==> src/rtl/dpt_pkg.sv <==
package dpt_pkg;
    typedef enum logic [1:0] {
        M_TGL8  = 2'd0,
        M_PWM8  = 2'd1,
        M_TGL16 = 2'd2,
        M_MIX16 = 2'd3
    } mode_e;

    localparam int ADDR_W = 3;
    localparam logic [ADDR_W-1:0] A_CTRL    = 3'd0;
    localparam logic [ADDR_W-1:0] A_PER_LO  = 3'd1;
    localparam logic [ADDR_W-1:0] A_PER_HI  = 3'd2;
    localparam logic [ADDR_W-1:0] A_DUTY_LO = 3'd3;
    localparam logic [ADDR_W-1:0] A_DUTY_HI = 3'd4;
    localparam logic [ADDR_W-1:0] A_CLR     = 3'd5;
endpackage

==> src/rtl/dpt_regs.sv <==
module dpt_regs
    import dpt_pkg::*;
#(
    parameter int CW = 8
) (
    input  logic              clk,
    input  logic              rst_n,
    input  logic              wr_en,
    input  logic [ADDR_W-1:0] wr_addr,
    input  logic [CW-1:0]     wr_data,
    output mode_e             mode,
    output logic [CW-1:0]     per_lo_s,
    output logic [CW-1:0]     per_hi_s,
    output logic [CW-1:0]     duty_lo_s,
    output logic [CW-1:0]     duty_hi_s,
    output logic              restart,
    output logic [1:0]        clr
);
    // state register: the configuration state machine
    always_ff @(posedge clk) begin
        if (!rst_n) begin
            mode      <= M_TGL8;
            per_lo_s  <= '0;
            per_hi_s  <= '0;
            duty_lo_s <= '0;
            duty_hi_s <= '0;
        end else if (wr_en) begin
            case (wr_addr)
                A_CTRL:    mode      <= mode_e'(wr_data[1:0]);
                A_PER_LO:  per_lo_s  <= wr_data;
                A_PER_HI:  per_hi_s  <= wr_data;
                A_DUTY_LO: duty_lo_s <= wr_data;
                A_DUTY_HI: duty_hi_s <= wr_data;
                default:   ;
            endcase
        end
    end

    // transition strobes
    always_comb begin
        restart = wr_en && (wr_addr == A_CTRL);
        clr     = (wr_en && (wr_addr == A_CLR)) ? wr_data[1:0] : 2'b00;
    end
endmodule

==> src/rtl/dpt_core.sv <==
module dpt_core
    import dpt_pkg::*;
#(
    parameter int CW = 8
) (
    input  logic          clk,
    input  logic          rst_n,
    input  logic          restart,
    input  mode_e         mode,
    input  logic [CW-1:0] per_lo_s,
    input  logic [CW-1:0] per_hi_s,
    input  logic [CW-1:0] duty_lo_s,
    input  logic [CW-1:0] duty_hi_s,
    output logic [1:0]    tgl,
    output logic [1:0]    bnd,
    output logic [1:0]    lvl
);
    localparam int FW = 2 * CW;

    logic [CW-1:0] cnt_lo, cnt_hi, nxt_lo, nxt_hi;
    logic [CW-1:0] pl, ph, dl, dh;
    logic [FW-1:0] cat, cat_inc;
    logic          wrap_lo, wrap_hi, hit_lo, hit_hi, hit16, hit_mix;
    logic          ld_lo, ld_hi;

    always_comb begin
        cat     = {cnt_hi, cnt_lo};
        cat_inc = cat + 1'b1;
        wrap_lo = &cnt_lo;
        wrap_hi = &cnt_hi;
        hit_lo  = (cnt_lo == pl);
        hit_hi  = (cnt_hi == ph);
        hit16   = (cat == {ph, pl});
        hit_mix = wrap_lo && hit_hi;
        lvl     = {(cnt_hi < dh), (cnt_lo < dl)};
    end

    // next-count and event decode per configuration state
    always_comb begin
        nxt_lo = cnt_lo + 1'b1;
        nxt_hi = cnt_hi + 1'b1;
        tgl    = 2'b00;
        bnd    = 2'b00;
        ld_lo  = 1'b0;
        ld_hi  = 1'b0;
        unique case (mode)
            M_TGL8: begin
                if (hit_lo) nxt_lo = '0;
                if (hit_hi) nxt_hi = '0;
                tgl   = {hit_hi, hit_lo};
                bnd   = {hit_hi, hit_lo};
                ld_lo = hit_lo;
                ld_hi = hit_hi;
            end
            M_PWM8: begin
                bnd   = {wrap_hi, wrap_lo};
                ld_lo = wrap_lo;
                ld_hi = wrap_hi;
            end
            M_TGL16: begin
                {nxt_hi, nxt_lo} = hit16 ? '0 : cat_inc;
                tgl   = {hit16, hit_lo};
                bnd   = {hit16, hit_lo};
                ld_lo = hit16;
                ld_hi = hit16;
            end
            M_MIX16: begin
                if (hit_mix)      nxt_hi = '0;
                else if (!wrap_lo) nxt_hi = cnt_hi;
                tgl   = {hit_mix, 1'b0};
                bnd   = {hit_mix, wrap_lo};
                ld_lo = wrap_lo;
                ld_hi = hit_mix;
            end
        endcase
    end

    always_ff @(posedge clk) begin
        if (!rst_n) begin
            cnt_lo <= '0;
            cnt_hi <= '0;
            pl     <= '0;
            ph     <= '0;
            dl     <= '0;
            dh     <= '0;
        end else if (restart) begin
            cnt_lo <= '0;
            cnt_hi <= '0;
            pl     <= per_lo_s;
            ph     <= per_hi_s;
            dl     <= duty_lo_s;
            dh     <= duty_hi_s;
        end else begin
            cnt_lo <= nxt_lo;
            cnt_hi <= nxt_hi;
            if (ld_lo) begin
                pl <= per_lo_s;
                dl <= duty_lo_s;
            end
            if (ld_hi) begin
                ph <= per_hi_s;
                dh <= duty_hi_s;
            end
        end
    end

    // an 8-bit toggle count never passes its active period
    p_lo_in_range_r2: assert property (@(posedge clk) disable iff (!rst_n)
        (mode == M_TGL8) |-> (cnt_lo <= pl));

    // active low values change only at a boundary or restart
    p_act_hold_r7: assert property (@(posedge clk) disable iff (!rst_n)
        (!restart && !ld_lo) |=> ($stable(dl) && $stable(pl)));

    // in MIX16 the high byte advances only on a low wrap
    p_mix_step_r5: assert property (@(posedge clk) disable iff (!rst_n)
        (mode == M_MIX16 && !restart && !wrap_lo) |=> $stable(cnt_hi));
endmodule

==> src/rtl/dpt_pin.sv <==
module dpt_pin
    import dpt_pkg::*;
#(
    parameter bit HIGH_SIDE = 1'b0
) (
    input  logic  clk,
    input  logic  rst_n,
    input  logic  restart,
    input  mode_e mode,
    input  logic  tgl,
    input  logic  bnd,
    input  logic  lvl,
    input  logic  clr,
    output logic  pin,
    output logic  flag
);
    logic use_pwm;

    generate
        if (HIGH_SIDE) begin : g_hi
            assign use_pwm = (mode == M_PWM8);
        end else begin : g_lo
            assign use_pwm = (mode == M_PWM8) || (mode == M_MIX16);
        end
    endgenerate

    always_ff @(posedge clk) begin
        if (!rst_n) begin
            pin <= 1'b0;
        end else if (restart) begin
            pin <= 1'b0;
        end else if (use_pwm) begin
            pin <= lvl;
        end else if (tgl) begin
            pin <= ~pin;
        end
    end

    always_ff @(posedge clk) begin
        if (!rst_n)   flag <= 1'b0;
        else if (bnd) flag <= 1'b1;
        else if (clr) flag <= 1'b0;
    end

    // a toggle pin holds without a toggle event
    p_hold_r2: assert property (@(posedge clk) disable iff (!rst_n)
        (!restart && !use_pwm && !tgl) |=> $stable(pin));

    // restart clears the pin
    p_restart_r6: assert property (@(posedge clk) disable iff (!rst_n)
        restart |=> !pin);

    // sticky until cleared, cleared when no boundary competes
    p_sticky_r8: assert property (@(posedge clk) disable iff (!rst_n)
        (flag && !clr) |=> flag);

    p_clear_r8: assert property (@(posedge clk) disable iff (!rst_n)
        (clr && !bnd) |=> !flag);
endmodule

==> src/rtl/dual_pwm_timer.sv <==
module dual_pwm_timer
    import dpt_pkg::*;
#(
    parameter int CW = 8
) (
    input  logic              clk,
    input  logic              rst_n,
    input  logic              wr_en,
    input  logic [ADDR_W-1:0] wr_addr,
    input  logic [CW-1:0]     wr_data,
    output logic              pwm_lo,
    output logic              pwm_hi,
    output logic              flag_lo,
    output logic              flag_hi
);
    localparam int NCH = 2;

    mode_e         mode;
    logic [CW-1:0] per_lo_s, per_hi_s, duty_lo_s, duty_hi_s;
    logic          restart;
    logic [1:0]    clr, tgl, bnd, lvl;
    logic [NCH-1:0] pin_v, flag_v;

    dpt_regs #(.CW(CW)) u_regs (
        .clk       (clk),
        .rst_n     (rst_n),
        .wr_en     (wr_en),
        .wr_addr   (wr_addr),
        .wr_data   (wr_data),
        .mode      (mode),
        .per_lo_s  (per_lo_s),
        .per_hi_s  (per_hi_s),
        .duty_lo_s (duty_lo_s),
        .duty_hi_s (duty_hi_s),
        .restart   (restart),
        .clr       (clr)
    );

    dpt_core #(.CW(CW)) u_core (
        .clk       (clk),
        .rst_n     (rst_n),
        .restart   (restart),
        .mode      (mode),
        .per_lo_s  (per_lo_s),
        .per_hi_s  (per_hi_s),
        .duty_lo_s (duty_lo_s),
        .duty_hi_s (duty_hi_s),
        .tgl       (tgl),
        .bnd       (bnd),
        .lvl       (lvl)
    );

    for (genvar i = 0; i < NCH; i++) begin : g_pin
        dpt_pin #(.HIGH_SIDE(i == 1)) u_pin (
            .clk     (clk),
            .rst_n   (rst_n),
            .restart (restart),
            .mode    (mode),
            .tgl     (tgl[i]),
            .bnd     (bnd[i]),
            .lvl     (lvl[i]),
            .clr     (clr[i]),
            .pin     (pin_v[i]),
            .flag    (flag_v[i])
        );
    end

    assign pwm_lo  = pin_v[0];
    assign pwm_hi  = pin_v[1];
    assign flag_lo = flag_v[0];
    assign flag_hi = flag_v[1];
endmodule

==> config.mk <==
export PLATFORM = sky130hd
export DESIGN_NAME = dual_pwm_timer
export DESIGN_NICKNAME = d
export VERILOG_FILES = /design/src/rtl/dpt_pkg.sv /design/src/rtl/dpt_regs.sv /design/src/rtl/dpt_core.sv /design/src/rtl/dpt_pin.sv /design/src/rtl/dual_pwm_timer.sv
export SDC_FILE = /design/constraint.sdc
export NUM_CORES = 1
export LEC_CHECK = 0
export ABC_AREA = 1
export ABC_CLOCK_PERIOD_IN_PS = 2620
export CORE_ASPECT_RATIO = 0.7
export CORE_UTILIZATION = 55
export CTS_BUF_LIST = sky130_fd_sc_hd__clkbuf_2
export DETAILED_ROUTE_END_ITERATION = 16
export HOLD_SLACK_MARGIN = 0.12
export PLACE_DENSITY = 0.73
export SYNTH_ARGS = -nofsm -noshare
export SYNTH_HDL_FRONTEND = slang
export SYNTH_SLANG_ARGS = --single-unit
export TNS_END_PERCENT = 30
==> constraint.sdc <==
create_clock -name clk -period 2.62 [get_ports clk]
set_clock_uncertainty 0.15 [all_clocks]
set_input_delay 0.655 -clock clk [delete_from_list [all_inputs] [get_ports clk]]
set_output_delay 0.655 -clock clk [all_outputs]
set_load 0.02 [all_outputs]
; After elaboration in Yosys (flattened, before gate mapping)
; Index checks and enable logic that the tools add are counted.
[op_classes]
add_sub_neg = 3
magnitude_cmp = 2
eq_ne = 12
n_mux = 28
bitwise = 3
n_reduce_logical = 21
[op_table]
columns = op, count
row1 = 8-bit 2-to-1 mux, 12
row2 = 8-bit case mux with 3 select lines, 1
row3 = "16-bit by 1-bit adder with 16-bit output, second input constant", 1
row4 = "8-bit by 1-bit adder with 8-bit output, second input constant", 2
row5 = 16-bit equality test, 1
row6 = 8-bit equality test, 2
row7 = 8-bit < comparator, 2
row8 = 16-bit 2-to-1 mux, 1
row9 = 8-bit case mux with 2 select lines, 1
row10 = 8-bit AND reduction, 2
row11 = 2-bit nonzero test, 6
row12 = 2-bit AND reduction, 5
row13 = 1-bit 2-to-1 mux, 8
row14 = 2-bit case mux with 4 select lines, 1
row15 = "3-bit by 2-bit equality test with 1-bit output, second input constant", 2
row16 = "3-bit equality test, second input constant", 2
row17 = 2-bit case mux with 3 select lines, 1
row18 = "2-bit equality test, second input constant", 2
row19 = 1-bit case mux with 4 select lines, 1
row20 = 2-bit OR reduction, 2
row21 = "3-bit by 1-bit equality test with 1-bit output, second input constant", 1
row22 = 1-bit logical AND, 3
row23 = 3-bit zero test, 1
row24 = "3-bit != test, second input constant", 1
row25 = other kinds (6), 8
[totals]
register_bits = 86
input_bits = 14
out_inout_bits = 4
wordCells = 84

; Logic depth before layout (Yosys ltp)
[logic_depth]
ltp_word = 5
ltp_mapped = 14
mapped_depth_nobuf = 14

; Modules after synthesis
; A second synthesis with hierarchy kept.
[hier_totals]
hier_cells = 730
hier_area_um2 = 4855.9
[modules_own_cells]
columns = module, instances, cells_each, area_per_inst_um2, seq_area_each_um2
row1 = dpt_core, 1, 488, 3203.1, 960.9
row2 = dpt_regs, 1, 207, 1443.9, 680.7
row3 = dpt_pin (g_pin[1].u_pin), 1, 18, 107.6, 40.0
row4 = dpt_pin (g_pin[0].u_pin), 1, 17, 101.3, 40.0

; Worst setup path before layout
; No wires, ideal clock.
[synth_timing]
kind = in2reg
startpoint = input wr_en
endpoint = register u_regs.per_hi_s[0]
setup_ns = 0.116
t_arrival_ns = 1.652
required_time_ns = 2.354
slack_ns = 0.702
path_stages = 7
path_buffers = 0
path_cell_list = inv_1 -> nor2_1 -> inv_1 -> nor3_1 -> inv_1 -> nor2_1 -> nor2_1
[synth_between]
elab_chain_cells = 1
[synth_lines]
columns = element, line
row1 = from (decl), dual_pwm_timer.sv:8  ; input logic wr_en,
row2 = 2-bit AND reduction (no line), -
row3 = to (signal assigned), dpt_regs.sv:31  ; A_PER_HI: per_hi_s <= wr_data;
row4 = to (decl), dpt_regs.sv:13  ; output logic [CW-1:0] per_hi_s,
; No other way between the ends.
; A chain may end at the register's enable or synchronous reset.

; Final worst setup path
[layout_timing]
startpoint = register g_pin[1].u_pin.flag
endpoint = output flag_hi
[layout_lines]
columns = element, line
row1 = from (decl), dpt_pin.sv:15  ; output logic flag
row2 = from (signal assigned), dpt_pin.sv:40  ; if (!rst_n) flag <= 1'b0;
row3 = from (signal assigned), dpt_pin.sv:41  ; else if (bnd) flag <= 1'b1;
row4 = from (signal assigned), dpt_pin.sv:42  ; else if (clr) flag <= 1'b0;
row5 = to (decl), dual_pwm_timer.sv:14  ; output logic flag_hi
; No word-level cell between the ends.

==> out/qor.log <==
[cts] clock sink count 86
[detailed_routing] post-DR vias/cell 5.27
[placed_design] number of I/O port buffers 17
[synth] number of synthesis warnings 0
[status] result of the run completed
[power_and_ir_drop] largest voltage drop on the vdd net 0.555 mV
[floorplanning] floorplan die width 109 um
[floorplanning] Core Region 7550 um^2
[cts] H-tree levels 3
[final_layout] final net count 709
[synth] most instantiated library cell after synthesis sky130_fd_sc_hd__nor2_1
[cts] Worst-Skew Late Latency 0.57 ns
[hold_path] Cells on Worst Hold Path 2
[final_layout] fin util 64.5%
[timing] max-slew violation count 0
[timing] final period demand of the worst path 2.43 ns
[critical_path] number of cell instances on the worst register-to-register path 9
[detailed_routing] number of remaining DRC errors 0
[detailed_routing] Post-DRT Antenna Nets 0
[hold_path] class of the tightest hold or removal check reg -> reg
[synth] library cell occupying the most area in the post-synthesis netlist sky130_fd_sc_hd__dfxtp_1
[placed_design] placer's final routability congestion estimate 0.841
[timing] setup repair after global routing missed its margin false
[timing] portion of the clock cycle consumed by the worst path in the final layout 92.6%
[power_and_ir_drop] power density normalized to cell area 962 nW/um^2
[synth] most used standard cells in the synthesized netlist sky130_fd_sc_hd__nor2_1, sky130_fd_sc_hd__nand2_1, sky130_fd_sc_hd__dfxtp_1
[synth] Avg Synthesized Cell Area 6.79 um^2
[synth] count of different cell masters after synthesis 36
[synth] Mapped Nets 681
[synth] top cell type's share of synthesized area 39.0%
[critical_path] total number of cells along the worst setup path 1
[final_layout] filler instances 695
[cts] number of buffers created by CTS 9
[detailed_routing] DRT Wirelength 10.6 mm
[synth] cell area after synthesis 4420 um^2
[final_layout] count of antenna diodes in the layout 0
[floorplanning] Initial Util 58.6%
[critical_path] startpoint-to-endpoint class of the critical path reg -> out
[critical_path] cell with the biggest individual delay on the critical path sky130_fd_sc_hd__clkdlybuf4s50_1
[floorplanning] number of top-level pins 18
[global_routing] antenna violations before repair 0
[final_layout] share of post-route cells with drive strength above 1 8.93%
[global_routing] global-route congestion overflow total 0
[synth] EDFF count, synth 0
[critical_path] kind of capture point of the worst setup path primary output
[global_routing] first-pass GRT wire length 17.6 mm
[floorplanning] Die Outline Area 8400 um^2
[placed_design] Setup WS pre-CTS -0.323 ns
[cts] deepest clock path buffer count 2
[floorplanning] floorplan row count 26
[cts] clock edge transition at the registers on the reported setup and hold paths 0.24 ns
[synth] post-synthesis instance total 651
[cts] clock tree root buffer cell sky130_fd_sc_hd__clkbuf_2
[critical_path] biggest cell delay along the critical path 0.63 ns
[placed_design] detailed placement HPWL 7.90 mm
[final_layout] Area growth syn-to-layout 10.2%
[critical_path] Worst Path Buf+Inv 1
[placed_design] placed cells 766
[global_routing] global-route total usage across every layer 27.7%
[critical_path] required time worst endpoint 1.81 ns
[cts] TritonCTS clock tree yes
[critical_path] Worst Path Arrival 1.62 ns
[synth] synthesized flop and latch total 86
[timing] setup violation total in the final timing report 0
[cts] cts-stage hold buffer count 0
[synth] cell types with the largest area share after synthesis sky130_fd_sc_hd__dfxtp_1, sky130_fd_sc_hd__nor2_1, sky130_fd_sc_hd__nand2_1
[timing] Max-Slew Margin vs Limit 50.3%
[global_routing] maximum number of pins on one net before global-route repair 67
[detailed_routing] number of search-and-repair iterations in the first detailed-routing pass 5
[timing] final number of hold-violating endpoints 0
[critical_path] worst-path cell chain clkdlybuf4s50_1
[timing] transition time at the pin with the least slew margin 0.743 ns
[timing] highest attainable clock frequency 0.412 GHz
[detailed_routing] via count of the routed design 4116
[power_and_ir_drop] leakage power total 2.29 nW
[critical_path] Worst path top cell family by delay buffers and inverters
[detailed_routing] per-cell routed wire length 13.5 um
[critical_path] nature of the critical path startpoint flop
[synth] most used flip-flop cell after synthesis sky130_fd_sc_hd__dfxtp_1
[synth] sequential-to-total area share from yosys stat 39.0%
[job] number of max-cap violations 0
[critical_path] highest net fanout along the worst path 2
[global_routing] number of global-route vias before repair 3549
[detailed_routing] DRT iter0 DRCs 365
[synth] fraction of registers with async set/reset 0%
[timing] Worst Setup Slack, final 0.194 ns
[final_layout] fin cells 781
[floorplanning] y dimension of the die 77.0 um
## sequential cells by signal, indices dropped and copies added (netlist names)
signal            count
u_core.cnt_lo         8
g_pin.u_pin.flag      2
u_core.ph             8
u_regs.duty_hi_s      8
g_pin.u_pin.pin       2
u_core.cnt_hi         8
u_core.pl             8
u_regs.duty_lo_s      8
u_core.dl             8
u_regs.per_lo_s       8
u_regs.per_hi_s       8
u_core.dh             8
u_regs.mode           2
## final timing paths
kind                         end                start  slack (ns)
max                      flag_hi  g_pin[1].u_pin.flag        0.19
min          u_regs.duty_lo_s[6]  u_regs.duty_lo_s[6]        0.33
max reg2reg         u_core.dh[3]     u_core.cnt_lo[1]        0.31
min reg2reg  u_regs.duty_lo_s[6]  u_regs.duty_lo_s[6]        0.33
## what timing repair did
item                                    4_1_cts  5_1_grt
hold endpoints to repair                      0        0
setup buffers                                 0        0
endpoints found under the setup margin        0       15
gates resized for setup                       0        1
## metrics by stage
| step | hold WS, ns | instance area, um^2 | TNS [ns] | total power (W) |
|---|---|---|---|---|
| finish | 0.331 | 4870 | 0 | 0.00468 |
| global route | 0.356 | 4870 | 0 | 0.00513 |
| CTS | 0.333 | 4870 | 0 | 0.00467 |
| detailed placement | 0.306 | 4750 | -4.55 | 0.00397 |
| global placement | 0.302 | 4750 | -1.67 | 0.00388 |
| floorplan | 0.274 | 4420 | 0 | 0.00346 |
## logic make-up (layout without fill, tap and decap cells)
| logic type | count (synthesis) | after routing | synth area share (%) |
|---|---|---|---|
| AO/OA/AOI/OAI | 109 | 109 | 12.8 |
| XOR/XNOR | 13 | 13 | 2.58 |
| adder cells (fa/ha/maj) | 16 | 16 | 4.53 |
| buffers and inverters | 112 | 144 | 10.1 |
| flip-flops | 86 | 86 | 39.0 |
| AND/OR/NAND/NOR | 315 | 315 | 31.1 |
## routing by layer
metal / vias up / GRT usage (%) / routed length (um)
met2: 147 / 38.5 / 4280
met4: 0 / 6.62 / 52
met5: - / 0 / 0
li1: 2118 / - / -
met3: 7 / 6.46 / 811
met1: 1844 / 42.2 / 5410
## cell usage in the layout (no fill, tap or decap), types with 16 or more instances in the layout
cell type	instances
sky130_fd_sc_hd__a21oi_1	38
sky130_fd_sc_hd__buf_4	16
sky130_fd_sc_hd__clkdlybuf4s50_1	17
sky130_fd_sc_hd__dfxtp_1	86
sky130_fd_sc_hd__ha_1	16
sky130_fd_sc_hd__inv_1	85
sky130_fd_sc_hd__nand2_1	123
sky130_fd_sc_hd__nand3_1	35
sky130_fd_sc_hd__nor2_1	124
sky130_fd_sc_hd__o21ai_0	44
sky130_fd_sc_hd__o21ai_1	17
## worst register-to-register path, stage by stage (launching register included)
cell and delay, ns:
sky130_fd_sc_hd__dfxtp_1 0.45, sky130_fd_sc_hd__ha_1 0.21, sky130_fd_sc_hd__nand3_1 0.19, sky130_fd_sc_hd__nor3_4 0.37, sky130_fd_sc_hd__nand4_1 0.23, sky130_fd_sc_hd__nand4_1 0.19
sky130_fd_sc_hd__nor2_2 0.05, sky130_fd_sc_hd__buf_4 0.19, sky130_fd_sc_hd__nor2_1 0.16, sky130_fd_sc_hd__nor2_1 0.06
## layout make-up
type,instances,area (um^2),area share (%)
Clock inverter,6,71.3,1.46
Sequential cell,86,1720,35.3
Multi-Input combinational cell,453,2260,46.4
Tap cell,98,123,2.52
Inverter,96,360,7.40
Clock buffer,9,45.0,0.925
Timing Repair Buffer,33,290,5.96
## power breakdown
| group | leakage, nW | internal (W) | switching, W |
|---|---|---|---|
| clock network | 0.0650 | 0.000223 | 0.000480 |
| registers | 0.703 | 0.00161 | 0.000164 |
| logic | 1.53 | 0.000771 | 0.00143 |
| total | 2.29 | 0.00261 | 0.00208 |
Note: power is estimated with default switching activity, not from simulation.
